<file path="src/rtl/tw_pkg.sv">
package tw_pkg;

    localparam int TICK_W = 3;
    localparam int SLOTS  = 4;
    localparam int SEQ_W  = 2;
    localparam int PH_W   = $clog2(SLOTS);
    localparam int WORD_W = SLOTS * TICK_W + SEQ_W + 2;

    typedef struct packed {
        logic sync;
        logic trig2;
        logic trig1;
    } tick_t;

    typedef struct packed {
        logic                   parity;
        logic                   active;
        logic [SEQ_W-1:0]       seq;
        tick_t [SLOTS-1:0]      slot;
    } word_t;

    function automatic word_t frame_word(tick_t [SLOTS-1:0] s, logic [SEQ_W-1:0] q);
        word_t w;
        w.slot   = s;
        w.seq    = q;
        w.active = |s;
        w.parity = 1'b0;
        w.parity = ^w;
        return w;
    endfunction

    function automatic logic parity_good(word_t w);
        return ~(^w);
    endfunction

endpackage

</file>
<file path="src/rtl/tw_async_edge.sv">
module tw_async_edge #(
    parameter int STAGES = 2
) (
    input  logic clk,
    input  logic rst,
    input  logic async_i,
    output logic rise_o
);
    logic [STAGES-1:0] chain;
    logic              held;

    always_ff @(posedge clk) begin
        if (rst) begin
            chain <= '0;
            held  <= 1'b0;
        end else begin
            chain <= {chain[STAGES-2:0], async_i};
            held  <= chain[STAGES-1];
        end
    end

    assign rise_o = chain[STAGES-1] & ~held;

    // a held level gives a single-cycle pulse
    a_r6_single_pulse: assert property (@(posedge clk) disable iff (rst)
        rise_o |=> !rise_o);

endmodule

</file>
<file path="src/rtl/tw_sender.sv">
module tw_sender
    import tw_pkg::*;
#(
    parameter int N_CRATES = 4
) (
    input  logic                clk,
    input  logic                rst,
    input  tick_t               tick_i,
    input  logic                user_rise_i,
    input  logic [N_CRATES-1:0] busy_i,
    input  logic [N_CRATES-1:0] fault_i,
    output word_t               word_o,
    output logic                strobe_o
);
    logic [PH_W-1:0]   phase;
    logic [PH_W-1:0]   slot_idx;
    tick_t [SLOTS-1:0] gather;
    tick_t [SLOTS-1:0] gather_nxt;
    logic [SEQ_W-1:0]  seq;
    tick_t             gated;
    logic              inhibit;
    logic              closing;

    assign inhibit = (|busy_i) | (|fault_i);

    always_comb begin
        gated.trig1 = (tick_i.trig1 | user_rise_i) & ~inhibit;
        gated.trig2 = tick_i.trig2 & ~inhibit;
        gated.sync  = tick_i.sync;
    end

    always_comb begin
        slot_idx   = gated.sync ? '0 : phase;
        gather_nxt = gated.sync ? '0 : gather;
        gather_nxt[slot_idx] = gated;
        closing    = (slot_idx == PH_W'(SLOTS - 1));
    end

    always_ff @(posedge clk) begin
        if (rst) begin
            phase    <= '0;
            gather   <= '0;
            seq      <= '0;
            word_o   <= '0;
            strobe_o <= 1'b0;
        end else begin
            phase    <= slot_idx + 1'b1;
            gather   <= gather_nxt;
            strobe_o <= closing;
            if (closing) begin
                word_o <= frame_word(gather_nxt, seq);
                seq    <= seq + 1'b1;
            end
        end
    end

    // every presented word carries even parity
    a_r2_tx_parity: assert property (@(posedge clk) disable iff (rst)
        strobe_o |-> parity_good(word_o));

    // words are never closer than four ticks apart
    a_r3_word_gap: assert property (@(posedge clk) disable iff (rst)
        strobe_o |=> !strobe_o ##1 !strobe_o ##1 !strobe_o);

endmodule

</file>
<file path="src/rtl/tw_receiver.sv">
module tw_receiver
    import tw_pkg::*;
(
    input  logic  clk,
    input  logic  rst,
    input  word_t word_i,
    input  logic  strobe_i,
    output tick_t tick_o,
    output logic  err_o
);
    tick_t [SLOTS-2:0] pending;
    logic [PH_W-1:0]   rphase;
    logic [SEQ_W-1:0]  seq_exp;
    logic              seq_armed;
    logic              par_bad;
    logic              seq_bad;

    assign par_bad = strobe_i & ~parity_good(word_i);
    assign seq_bad = strobe_i & ~par_bad & seq_armed & (word_i.seq != seq_exp);

    always_ff @(posedge clk) begin
        if (rst) begin
            pending   <= '0;
            rphase    <= PH_W'(SLOTS - 1);
            seq_exp   <= '0;
            seq_armed <= 1'b0;
            tick_o    <= '0;
            err_o     <= 1'b0;
        end else begin
            err_o <= par_bad | seq_bad;
            if (strobe_i) begin
                rphase <= '0;
                if (par_bad) begin
                    tick_o    <= '0;
                    pending   <= '0;
                    seq_armed <= 1'b0;
                end else begin
                    tick_o    <= word_i.slot[0];
                    pending   <= word_i.slot[SLOTS-1:1];
                    seq_armed <= ~seq_bad;
                    seq_exp   <= word_i.seq + 1'b1;
                end
            end else if (rphase == PH_W'(SLOTS - 1)) begin
                tick_o <= '0;
            end else begin
                rphase  <= rphase + 1'b1;
                tick_o  <= pending[0];
                pending <= {tick_t'('0), pending[SLOTS-2:1]};
            end
        end
    end

    // an intact word puts its oldest slot out on the next cycle
    a_r4_first_slot: assert property (@(posedge clk) disable iff (rst)
        (strobe_i && parity_good(word_i)) |=> (tick_o == $past(word_i.slot[0])));

    // a word with bad parity is dropped and flagged
    a_r7_drop_bad: assert property (@(posedge clk) disable iff (rst)
        (strobe_i && !parity_good(word_i)) |=> (tick_o == '0 && err_o));

endmodule

</file>
<file path="src/rtl/tw_trig_link.sv">
module tw_trig_link
    import tw_pkg::*;
#(
    parameter int N_CRATES    = 4,
    parameter int SYNC_STAGES = 2
) (
    input  logic                clk,
    input  logic                rst,
    input  logic                trig1_i,
    input  logic                trig2_i,
    input  logic                sync_i,
    input  logic                user_trig_i,
    input  logic [N_CRATES-1:0] busy_i,
    input  logic [N_CRATES-1:0] fault_i,
    output logic [WORD_W-1:0]   tx_word_o,
    output logic                tx_strobe_o,
    input  logic [WORD_W-1:0]   rx_word_i,
    input  logic                rx_strobe_i,
    output logic [TICK_W-1:0]   fe_bits_o,
    output logic                rx_err_o
);
    tick_t in_tick;
    tick_t out_tick;
    word_t tx_w;
    word_t rx_w;
    logic  user_rise;

    assign in_tick.trig1 = trig1_i;
    assign in_tick.trig2 = trig2_i;
    assign in_tick.sync  = sync_i;

    tw_async_edge #(.STAGES(SYNC_STAGES)) u_user (
        .clk     (clk),
        .rst     (rst),
        .async_i (user_trig_i),
        .rise_o  (user_rise)
    );

    tw_sender #(.N_CRATES(N_CRATES)) u_tx (
        .clk         (clk),
        .rst         (rst),
        .tick_i      (in_tick),
        .user_rise_i (user_rise),
        .busy_i      (busy_i),
        .fault_i     (fault_i),
        .word_o      (tx_w),
        .strobe_o    (tx_strobe_o)
    );

    assign tx_word_o = tx_w;
    assign rx_w      = rx_word_i;

    tw_receiver u_rx (
        .clk      (clk),
        .rst      (rst),
        .word_i   (rx_w),
        .strobe_i (rx_strobe_i),
        .tick_o   (out_tick),
        .err_o    (rx_err_o)
    );

    assign fe_bits_o = out_tick;

endmodule

</file>
<file path="config.mk">
export PLATFORM = sky130hd
export DESIGN_NAME = tw_trig_link
export DESIGN_NICKNAME = d
export VERILOG_FILES = /design/src/rtl/tw_pkg.sv /design/src/rtl/tw_async_edge.sv /design/src/rtl/tw_sender.sv /design/src/rtl/tw_receiver.sv /design/src/rtl/tw_trig_link.sv
export SDC_FILE = /design/constraint.sdc
export NUM_CORES = 1
export LEC_CHECK = 0
export ABC_AREA = 1
export BUFFER_PORTS_ARGS = -buffer_cell sky130_fd_sc_hd__buf_2
export CORE_ASPECT_RATIO = 0.5
export CORE_MARGIN = 2
export CORE_UTILIZATION = 35
export CTS_CLUSTER_DIAMETER = 60
export DETAILED_ROUTE_END_ITERATION = 6
export SYNTH_ARGS = -nofsm -noshare
export SYNTH_HDL_FRONTEND = slang
export SYNTH_HIERARCHICAL = 1
export SYNTH_SLANG_ARGS = --single-unit
</file>
<file path="constraint.sdc">
create_clock -name clk -period 2.45 [get_ports clk]
set_input_delay 0 -clock clk [delete_from_list [all_inputs] [get_ports clk]]
set_output_delay 0 -clock clk [all_outputs]
set_load 0.05 [all_outputs]
</file>
-- Word-level counts from Yosys, hierarchy flattened
Index checks and enable logic that the tools add are counted.
- flip-flop bits (word level): 54
- bits of input ports: 31
- output and inout port bits: 21
- logic and storage cells: 93
- add/sub/neg operators: 4
- order comparisons: 2
- eq/ne operators: 4
- muxes and demuxes: 14
- bitwise logic cells: 14
- reductions and logical operators: 7
- operators by type and width (operator ; count):
    16-bit parity ; 2
    9-bit two-way mux ; 3
    12-bit bitwise mux ; 1
    12-bit two-way mux ; 1
    3-bit two-way mux ; 4
    12-bit OR reduction ; 1
    2-bit by 1-bit adder with 2-bit output, second input constant ; 4
    4-bit OR reduction ; 2
    1-bit bitwise AND ; 7
    3-bit demux with 2-bit select ; 1
    2-bit two-way mux ; 3
    2-bit equality test, second input constant ; 2
    1-bit inverter ; 4
    2-bit by 3-bit < comparator with 1-bit output, second input constant ; 1
    1-bit bitwise OR ; 3
    2-bit by 1-bit >= comparator with 1-bit output, second input constant ; 1
    2-bit != test ; 1
    2-bit != test, second input constant ; 1
    2-bit AND reduction ; 1
    1-bit logical AND ; 1
    1-bit two-way mux ; 1

-- Depth between registers and ports, before layout
Gate-level depths: netlist of run 1.
- depth in word-level cells: 8
- gate-level depth with buffers: 21
- mapped depth without buffers: 19

-- Modules after synthesis
Netlist of run 1, hierarchy kept.
- modules (own cells, without submodules) (module ; instances ; cells each ; area each (µm²) ; sequential area each (µm²)):
    tw_sender ; 1 ; 246 ; 1611.5 ; 660.6
    tw_receiver ; 1 ; 190 ; 1141.1 ; 360.3
    tw_async_edge ; 1 ; 10 ; 86.3 ; 60.1

-- Least setup slack after synthesis of run 1
Ideal clock, no wire load.
- path type: reg2reg
- start point: register u_tx.phase[1]
- end point: register u_tx/word_o[15] (netlist bit)
- library setup time: 0.110 ns
- arrival: 1.879 ns
- data required time: 2.340 ns
- setup slack: 0.461 ns
- stages on the path, launching flop included: 20
- buffers on the path: 1
- period minus slack after synthesis: 1.989 ns
- cells stage by stage: dfxtp_1 > nand2_1 > inv_1 > ha_1 > buf_2 > nor2_1 > nand2_1 > nand2_1 > inv_1 > ha_1 > inv_1 > nand2_1 > nand2_1 > nand2_1 > nand2_1 > nand2_1 > nand3_1 > nand2_1 > inv_1 > nor2_1
- elaborated cells between the ends (all ways): 10
- those cells by class: order compare (2); eq/ne (1); mux (4); reduce/logical (3)
- RTL lines (item ; RTL line ; source):
    start: declaration ; tw_sender.sv:15 ; logic [PH_W-1:0] phase;
    start signal: assignment ; tw_sender.sv:47 ; phase <= slot_idx + 1'b1;
    2-bit two-way mux ; tw_sender.sv:33 ; slot_idx = gated.sync ? '0 : phase;
    2-bit equality test ; tw_sender.sv:36 ; closing = (slot_idx == PH_W'(SLOTS - 1));
    named net u_tx.closing ; tw_sender.sv:22 ; logic closing;
    end signal: assignment ; tw_sender.sv:51 ; word_o <= frame_word(gather_nxt, seq);
    end: declaration ; tw_sender.sv:12 ; output word_t word_o,
The timed path passes the listed nets, and every way through them passes these cells.
A chain may end at the register's enable or synchronous reset.

-- Final worst setup path of run 1
- start point: register u_tx.phase[0]
- end point: register u_tx/word_o[15] (netlist bit)
Same word-level chain as after synthesis.

==> results of run 1 <==
[Yosys cell counts]
library cell / number
xnor2_1: 1
buf_2: 6
nand2_1: 170
nand3_1: 3
a21boi_0: 1
clkbuf_1: 2
o21ai_0: 24
buf_1: 1
xor2_1: 2
nor2_1: 55
o211ai_1: 4
a221o_1: 1
dfxtp_1: 54
nand4_1: 14
inv_2: 7
a21oi_1: 19
buf_6: 4
ha_1: 11
inv_1: 59
nand2_2: 5
nor2_2: 2
or2_0: 1
[metrics by stage]
| stage | hold slack [ns] | setup slack [ns] | utilization (%) |
|---|---|---|---|
| global placement | 0.209 | 0.229 | 39.8 |
| detailed placement | 0.213 | 0.193 | 39.8 |
| CTS | 0.0212 | 0.167 | 41.8 |
| global route | 0.0325 | 0.0140 | 41.9 |
| floorplan | 0.0712 | 0.461 | - |
| finish | 0.0202 | 0.319 | 41.9 |
[worst register-to-register path, stage by stage (launching register included)]
cell	delay [ns]
dfxtp_1	0.30
nand2_1	0.11
inv_1	0.09
ha_2	0.24
nor2_2	0.17
nand2_1	0.07
nand2_1	0.06
inv_1	0.05
ha_1	0.32
inv_1	0.08
nand2_1	0.05
nand2_1	0.07
nand2_1	0.05
nand2_1	0.08
nand2_1	0.08
nand3_1	0.08
nand2_1	0.05
inv_1	0.05
nor2_1	0.04
[kinds of logic (layout without fill, tap and decap cells)]
group | Yosys count | after routing | synth area share [%]
AO/OA/AOI/OAI | 49 | 49 | 9.26
XOR/XNOR | 3 | 3 | 0.926
adder cells (fa/ha/maj) | 11 | 11 | 4.85
buffers and inverters | 79 | 128 | 11.8
flip-flops | 54 | 54 | 38.1
AND/OR/NAND/NOR | 250 | 250 | 35.1
[where the power goes]
part / internal (W) / switching (W) / total (W)
Sequential: 0.000915 / 0.0000153 / 0.000931
Clock: 0.000406 / 0.000311 / 0.000718
Combinational: 0.000103 / 0.000200 / 0.000303
Total: 0.00142 / 0.000527 / 0.00195
[registers in the layout (all words and copies together), names as in the netlist, 2 cells and up]
register and cells:
u_rx/tick_o 3, u_tx/gather 12, u_rx/pending 9, u_tx/word_o 16
u_rx/rphase 2, u_tx/phase 2, u_rx/seq_exp 2, u_user/chain 2
u_tx/seq 2
[metal layers]
layer / GRT usage [%] / vias to the layer above / part of all wire, %
li1: - / 1455 / -
met1: 16.9 / 1178 / 53
met2: 27.2 / 34 / 44
met3: 2.63 / 2 / 2.9
met4: 2.45 / 0 / 0.27
met5: 0 / - / 0
[worst paths after layout]
check,end,slack [ns],cells past startpoint
max reg2reg,u_tx/word_o[15],0.32,18
max,u_tx/word_o[15],0.32,18
min reg2reg,u_user/chain[1],0.42,2
min,u_rx/pending[7],0.02,3
[repair_timing]
action | 4_1_cts | 5_1_grt
hold buffers | 1 | 0
endpoints found under the setup margin | 0 | 1
endpoints found under the hold margin | 1 | 0
gates resized for setup | 0 | 4
[cell type report]
| class | count | area (um^2) | area share, % |
|---|---|---|---|
| repair buffers | 54 | 280 | 8.42 |
| well taps | 112 | 140 | 4.21 |
| flip-flops and latches | 54 | 1080 | 32.5 |
| inverters | 66 | 248 | 7.44 |
| clock inverters | 1 | 5.00 | 0.150 |
| multi-input cells | 313 | 1430 | 43.0 |
| clock buffers | 7 | 143 | 4.29 |
==> results.toml, run 1 <==
[worst_setup_path]
startpoint = "u_tx/phase[0]"
crit_fanout = 9
critPathLaunchType = "flip-flop"
path_cells = "nand2_1 -> inv_1 -> ha_2 -> nor2_2 -> nand2_1 -> nand2_1 -> inv_1 -> ha_1 -> inv_1 -> nand2_1 -> nand2_1 -> nand2_1 -> nand2_1 -> nand2_1 -> nand3_1 -> nand2_1 -> inv_1 -> nor2_1"
timing.rr.start = "u_tx/phase[0]"
cp-end-kind = "flip-flop"
path_class = "flip-flop to flip-flop"
crit_top_cell = "nand2_1"
critPathBufInv = 4
worstPathRequired_ns = 2.64
critPathTopFamily = "simple AND/OR/NAND/NOR gates"
worstPathArrival_ns = 2.33
cpMaxStageDelayCell = "ha_1"
max_stage_delay_ns = 0.32

[grt]
grt_max_degree = 23
grt_overflow_total = 0
antenna_found_initial = 0
grt_pass1_wl_mm = 10.3
grt_use_total_pct = 14.0
grt_pass1_vias = 2460

[pwr]
powerDensity_mw_per_mm2 = 586
peakVddDrop_mv = 0.342
p_leak_nw = 1.82
total_power_w = 0.00195

[die]
ios = 52
die_area_mm2 = 0.00889
core_mm2 = 0.00794
die_x_um = 131
die_y_um = 67.7
rows = 23
initial_core_util_pct = 35.7

[hold_path]
hold_path.class = "input pin to flip-flop"
hp-start = "rx_word_i[10]"

[synth]
yosysWarnings = 6
syn_inst = 446
synthesis.area_mm2 = 0.00284
synth_top_cell_area_share_pct = 38.1
ys_ff_latch = 54
synth_top_area_cell = "dfxtp_1"
synth_area_leaders = "dfxtp_1 (38%), nand2_1 (22%), inv_1 (7.8%)"
synth.yosys.seq_area_share_pct = 38.1
synth.avg_cell_area_um2 = 6.37
ys_types = 22
synthesis.nets = 488

[placement]
globalplace.congestion = 0.758
dp_hpwl_mm = 4.51
postPlaceCellArea_mm2 = 0.00316
place_inst = 598
port_buffers = 51

[detailed_routing]
firstDrtPassIters = 4
wl_mm = 5.93
antenna_left = 0
detail_route.wl_per_cell_um = 9.77
dr_total_vias = 2669
routed_via_density = 4.40
drc = 0
first_iter_violations = 102

[timing]
maxSlewHeadroom_pct = 71.0
hold_violations = 0
fin_worst_skew_ns = 0.00818
setup_tns_ns = 0
worstMarginPinSlew_ns = 0.436
drv_slew = 0
period_share_pct = 87.0
setup_viol = 0
clock.fmax_ghz = 0.469
finalCriticalPeriod_ns = 2.13
rsz0062_at_grt = "no"

[clocking]
insertion_delay_ns = 0.29
numCtsBuffers = 5
cts_tree = "yes"
clkSinkCount = 54
clockRootBuffer = "clkbuf_16"
path_clk_slew_ns = 0.07
cts_buffer_depth = 2
htree_levels = 2
postCtsSetupRepairBufs = 0

[finish]
fin_nets = 536
antenna_cells = 0
stdcell_area_mm2 = 0.00333
final-instance-count-excl-fill = 607
fillers = 861
layout_commonest_cell = "nand2_1"
final_cell_mix = "nand2_1 (170), inv_1 (59), dfxtp_1 (54), nor2_1 (53), buf_2 (51)"
syn2layout_area_growth_pct = 17.2
drive_above_1_share_pct = 15.6

[run_status]
outcome = "complete, no violations"

[job]
drv_cap = 0
Power figures use the tool's default switching activity.
==> run 2, diff against run 1 <==
--- a/config.mk
+++ b/config.mk
@@ -7,11 +7,13 @@
 export LEC_CHECK = 0
 export ABC_AREA = 1
 export BUFFER_PORTS_ARGS = -buffer_cell sky130_fd_sc_hd__buf_2
+export CAP_MARGIN = 25
 export CORE_ASPECT_RATIO = 0.5
 export CORE_MARGIN = 2
 export CORE_UTILIZATION = 35
 export CTS_CLUSTER_DIAMETER = 60
 export DETAILED_ROUTE_END_ITERATION = 6
+export PLACE_DENSITY = 0.55
 export SYNTH_ARGS = -nofsm -noshare
 export SYNTH_HDL_FRONTEND = slang
 export SYNTH_HIERARCHICAL = 1
==> run 2 against run 1 <==
  * Cell area rose by 0.11%
  * Worst setup slack lost 0.00083 ns
  * Final cell count unchanged
  * Sequential share of layout area is essentially flat
  * Routed wire length increased by 4.0%
  * Worst hold slack got worse by 0.0029 ns
  * Via count is 0.52% higher
  * Largest cell class unchanged
  * Largest power group unchanged
  * Highest routed layer unchanged
==> results.toml, run 2 (synthesis results as in run 1) <==
[detailed_routing]
routed_via_density = 4.42
firstDrtPassIters = 4
drc = 0
detail_route.wl_per_cell_um = 10.2
wl_mm = 6.17
antenna_left = 0
first_iter_violations = 120
dr_total_vias = 2683

[job]
drv_cap = 0

[clocking]
cts_tree = "yes"
insertion_delay_ns = 0.29
clockRootBuffer = "clkbuf_16"
numCtsBuffers = 5
path_clk_slew_ns = 0.07
htree_levels = 2
cts_buffer_depth = 2
clkSinkCount = 54

[worst_setup_path]
critPathLaunchType = "flip-flop"
cp-end-kind = "flip-flop"
worstPathRequired_ns = 2.64
crit_fanout = 4
path_class = "flip-flop to flip-flop"
reg2reg_depth = 18
timing.rr.start = "u_tx/phase[1]"
r2r-end = "u_tx/word_o[15]"
ff2ff_setup_slack_ns = 0.32
worstPathArrival_ns = 2.33

[die]
die_y_um = 67.7
initial_core_util_pct = 35.7
die_x_um = 131
ios = 52
core_mm2 = 0.00794
rows = 23
die_area_mm2 = 0.00889

[grt]
grt_use_total_pct = 15.0
grt_pass1_vias = 2400
antenna_found_initial = 0
grt_overflow_total = 0
grt_max_degree = 24
grt_pass1_wl_mm = 10.7

[hold_path]
hp-start = "rx_word_i[10]"
min_path_cells = 3
min_to = "u_rx/pending[7]"
hold_path.class = "input pin to flip-flop"

[finish]
fin_nets = 538
layout_commonest_cell = "nand2_1"
largest_reg_flops = 16
fillers = 849
regMostFlops = "u_tx/word_o"
syn2layout_area_growth_pct = 17.4
drive_above_1_share_pct = 15.6
top_regs = "u_tx/word_o x16, u_tx/gather x12, u_rx/pending x9"
final_cell_mix = "nand2_1 (170), inv_1 (59), nor2_1 (54), dfxtp_1 (54), buf_2 (51)"
antenna_cells = 0

[timing]
rsz0062_at_grt = "no"
clock.fmax_ghz = 0.469
layout_setup_ws_ns = 0.318
worstMarginPinSlew_ns = 0.490
setup_viol = 0
hold_violations = 0
drv_slew = 0
setup_tns_ns = 0
finalCriticalPeriod_ns = 2.13
maxSlewHeadroom_pct = 67.3
period_share_pct = 87.0
fin_worst_skew_ns = 0.00329

[placement]
post-place-ws_ns = 0.137
port_buffers = 51
globalplace.congestion = 0.741
dp_hpwl_mm = 4.63

[pwr]
peakVddDrop_mv = 0.254
seqPwrFrac_pct = 48.1
p_leak_nw = 1.83
p_comb_share_pct = 15.9
powerDensity_mw_per_mm2 = 581
p_sw_w = 0.000521
total_power_w = 0.00194
internal_power_w = 0.00142
sw_frac_of_total_pct = 26.9
clkPwrFrac_pct = 36.1

[run_status]
outcome = "complete, no violations"
## run 2: changes by cell type in the layout (fill, tap and decap cells not counted), sizes merged
cell,before,now
buf,53,55
clkbuf,7,6
clkinv,1,0
## run 2: per-stage QoR
| stage | cell area, um^2 | utilization (%) | hold WS (ns) | cells |
|---|---|---|---|---|
| after floorplan | 2840 | - | 0.0712 | 446 |
| after detailed placement | 3180 | 40.0 | 0.208 | 600 |
| final | 3330 | 42.0 | 0.0174 | 607 |
| after global routing | 3330 | 42.0 | 0.0149 | 607 |
| after CTS | 3330 | 41.9 | 0.0121 | 607 |
| after global placement | 3180 | 40.0 | 0.208 | 600 |
## run 2: cell type report
cell class	count	area (um^2)	share of cell area, %
clock buffer	6	139	4.17
tap	112	140	4.21
timing repair buffer	56	295	8.86
multi-input combinational	313	1430	42.9
inverter	66	248	7.44
sequential	54	1080	32.4
## run 2: metal layers
layer  track usage (%)  wire, um
met5                 0         0
met3              3.23       201
met1              19.2      3290
met4              5.30        91
met2              25.5      2590
## run 2: worst max path at each step
stage | to | depth (start not counted) | startpoint
global route | u_tx/word_o[15] | 18 | u_tx/phase[1]
floorplan | u_tx/word_o[15] | 19 | u_tx/phase[1]
finish | u_tx/word_o[15] | 18 | u_tx/phase[1]
CTS | u_tx/word_o[15] | 16 | u_tx/phase[0]
detailed placement | u_tx/word_o[15] | 16 | u_tx/phase[0]
global placement | u_tx/word_o[15] | 16 | u_tx/phase[1]
## run 2: power groups by stage
stage	registers, W	clock network (W)	logic [W]
after floorplan	0.000976	0	0.000202
after global placement	0.000950	0	0.000304
after detailed placement	0.000950	0	0.000307
after CTS	0.000931	0.000729	0.000309
after global routing	0.000934	0.000755	0.000352
final	0.000931	0.000698	0.000307
## run 2: worst max-delay path, cell delays in order (launching register included)
cell	delay, ns
dfxtp_1	0.30
nand2_1	0.10
inv_1	0.07
ha_1	0.24
nor2_1	0.19
nand2_1	0.07
nand2_1	0.06
inv_1	0.08
ha_1	0.33
inv_1	0.08
nand2_1	0.05
nand2_1	0.07
nand2_1	0.05
nand2_1	0.06
nand2_1	0.07
nand3_1	0.08
nand2_1	0.05
inv_1	0.04
nor2_1	0.03
## run 2: what timing repair did
action,4_1_cts,5_1_grt
buffers inserted,0,0
gates resized for setup,0,3
hold buffers,1,0
endpoints found under the setup margin,0,1
endpoints found under the hold margin,1,0
==> run 3, diff against run 2 <==
--- a/config.mk
+++ b/config.mk
@@ -11,6 +11,7 @@
 export CORE_ASPECT_RATIO = 0.5
 export CORE_MARGIN = 2
 export CORE_UTILIZATION = 35
+export CTS_BUF_LIST = sky130_fd_sc_hd__clkbuf_4
 export CTS_CLUSTER_DIAMETER = 60
 export DETAILED_ROUTE_END_ITERATION = 6
 export PLACE_DENSITY = 0.55
==> run 3 against run 2 <==
  * Die area did not move
  * First-iteration DRC count fell by 14%
  * Global-route usage rose by 0.28 points
  * Critical endpoint unchanged
  * Final cell count rose by 2.5%
  * Worst setup slack got worse by 0.0028 ns
  * Clock skew rose by 0.0042 ns
  * Sequential share of layout area fell by 0.50 points
==> results.toml, run 3 (synthesis results as in run 1) <==
[pwr]
internal_power_w = 0.00113
clkPwrFrac_pct = 22.7
p_leak_nw = 1.85
p_comb_share_pct = 20.0
powerDensity_mw_per_mm2 = 480
peakVddDrop_mv = 0.193
p_sw_w = 0.000491
seqPwrFrac_pct = 57.3
sw_frac_of_total_pct = 30.2

[detailed_routing]
first_iter_violations = 103
firstDrtPassIters = 4
routed_via_density = 4.36
drc = 0
antenna_left = 0
wl_mm = 6.32
dr_total_vias = 2709
detail_route.wl_per_cell_um = 10.2

[finish]
regMostFlops = "u_tx/word_o"
drive_above_1_share_pct = 14.9
top_regs = "u_tx/word_o x16, u_tx/gather x12, u_rx/pending x9"
final_util_pct = 42.6
final_cell_mix = "nand2_1 (170), inv_1 (59), nor2_1 (54), dfxtp_1 (54), buf_2 (51)"
layout_commonest_cell = "nand2_1"
fin_nets = 553
syn2layout_area_growth_pct = 19.2
largest_reg_flops = 16
antenna_cells = 0

[die]
die_y_um = 67.7
die_area_mm2 = 0.00889
die_x_um = 131
ios = 52
initial_core_util_pct = 35.7
rows = 23
core_mm2 = 0.00794

[worst_setup_path]
crit_fanout = 4
timing.rr.start = "u_tx/phase[1]"
worstPathRequired_ns = 2.75
cp-end-kind = "flip-flop"
path_class = "flip-flop to flip-flop"
critPathLaunchType = "flip-flop"
worstPathArrival_ns = 2.43
startpoint = "u_tx/phase[1]"

[timing]
clock.fmax_ghz = 0.468
setup_viol = 0
fin_worst_skew_ns = 0.00747
setup_tns_ns = 0
hold_violations = 0
hold_ws_ns = 0.0319
drv_slew = 0
worstMarginPinSlew_ns = 0.489
finalCriticalPeriod_ns = 2.14
period_share_pct = 87.1
rsz0062_at_grt = "no"
maxSlewHeadroom_pct = 67.4

[clocking]
path_clk_slew_ns = 0.15
clockRootBuffer = "clkbuf_4"
insertion_delay_ns = 0.38
cts_tree = "yes"
cts_buffer_depth = 2
htree_levels = 2
numCtsBuffers = 5
postCtsSetupRepairBufs = 0
clkSinkCount = 54

[placement]
dp_hpwl_mm = 4.63
globalplace.congestion = 0.741
port_buffers = 51

[grt]
grt_max_degree = 24
antenna_found_initial = 0
grt_overflow_total = 0
grt_pass1_wl_mm = 11.0
grt_use_total_pct = 15.2
grt_pass1_vias = 2495

[hold_path]
hold_path.class = "input pin to flip-flop"
hp-start = "rst"

[run_status]
outcome = "complete, no violations"

[job]
drv_cap = 0
-- run 3: changes by cell type in the layout (fill, tap and decap cells not counted) --
cell | previous run | this run
clkbuf_16 | 5 | 0
clkbuf_4 | 0 | 5
clkbuf_8 | 1 | 0
clkinv_1 | 0 | 1
dlygate4sd3_1 | 1 | 16
-- run 3: power groups by stage --
stage | logic [W] | registers [W] | clock network (W)
3_3_place_gp | 0.000304 | 0.000950 | 0
4_1_cts | 0.000327 | 0.000932 | 0.000400
3_5_place_dp | 0.000307 | 0.000950 | 0
2_1_floorplan | 0.000202 | 0.000976 | 0
6_report | 0.000325 | 0.000931 | 0.000369
5_1_grt | 0.000372 | 0.000936 | 0.000422
-- run 3: metal layers --
layer  global-route usage (%)  share of wire [%]  wire (um)  vias up
met5                        0                  0          0        -
met4                     4.89                1.3         85        0
met3                     3.23                2.7        171        8
met2                     27.2                 43       2750       31
met1                     18.9                 52       3310     1182
li1                         -                  -          -     1488
-- run 3: worst max-delay path: stages (launching register included) --
cell and delay [ns]:
dfxtp_1 0.33, nand2_1 0.10, inv_1 0.07, ha_1 0.24, nor2_1 0.18, nand2_1 0.07
nand2_1 0.06, inv_1 0.08, ha_1 0.33, inv_1 0.08, nand2_1 0.05, nand2_1 0.07
nand2_1 0.05, nand2_1 0.06, nand2_1 0.07, nand3_1 0.08, nand2_1 0.05, inv_1 0.04
nor2_1 0.03
-- run 3: final timing paths --
| check | end | slack (ns) | depth (start not counted) |
|---|---|---|---|
| max | u_tx/word_o[15] | 0.31 | 18 |
| min | u_user/chain[0] | 0.03 | 2 |
| max reg2reg | u_tx/word_o[15] | 0.31 | 18 |
| min reg2reg | u_user/chain[1] | 0.42 | 2 |
-- run 3: final cells by class --
cell class              count  area [um^2]
fillers                   839         4560
clock buffers               5         37.5
well taps                 112          140
inverters                  66          248
multi-input cells         313         1430
clock inverters             1         3.75
repair buffers             71          445
flip-flops and latches     54         1080
-- run 3: what timing repair did --
item                                    in CTS  in global routing
resized for setup                            0                  3
endpoints found under the setup margin       0                  2
hold buffers                                16                  0
endpoints found under the hold margin       17                  0
-- run 3: metrics by stage --
stage	cells	power [W]	instance area, um^2	setup WS, ns
global placement	600	0.00125	3180	0.159
finish	622	0.00163	3380	0.315
detailed placement	600	0.00126	3180	0.137
CTS	622	0.00166	3380	0.0974
global route	622	0.00173	3380	0.0242
floorplan	446	0.00118	2840	0.461
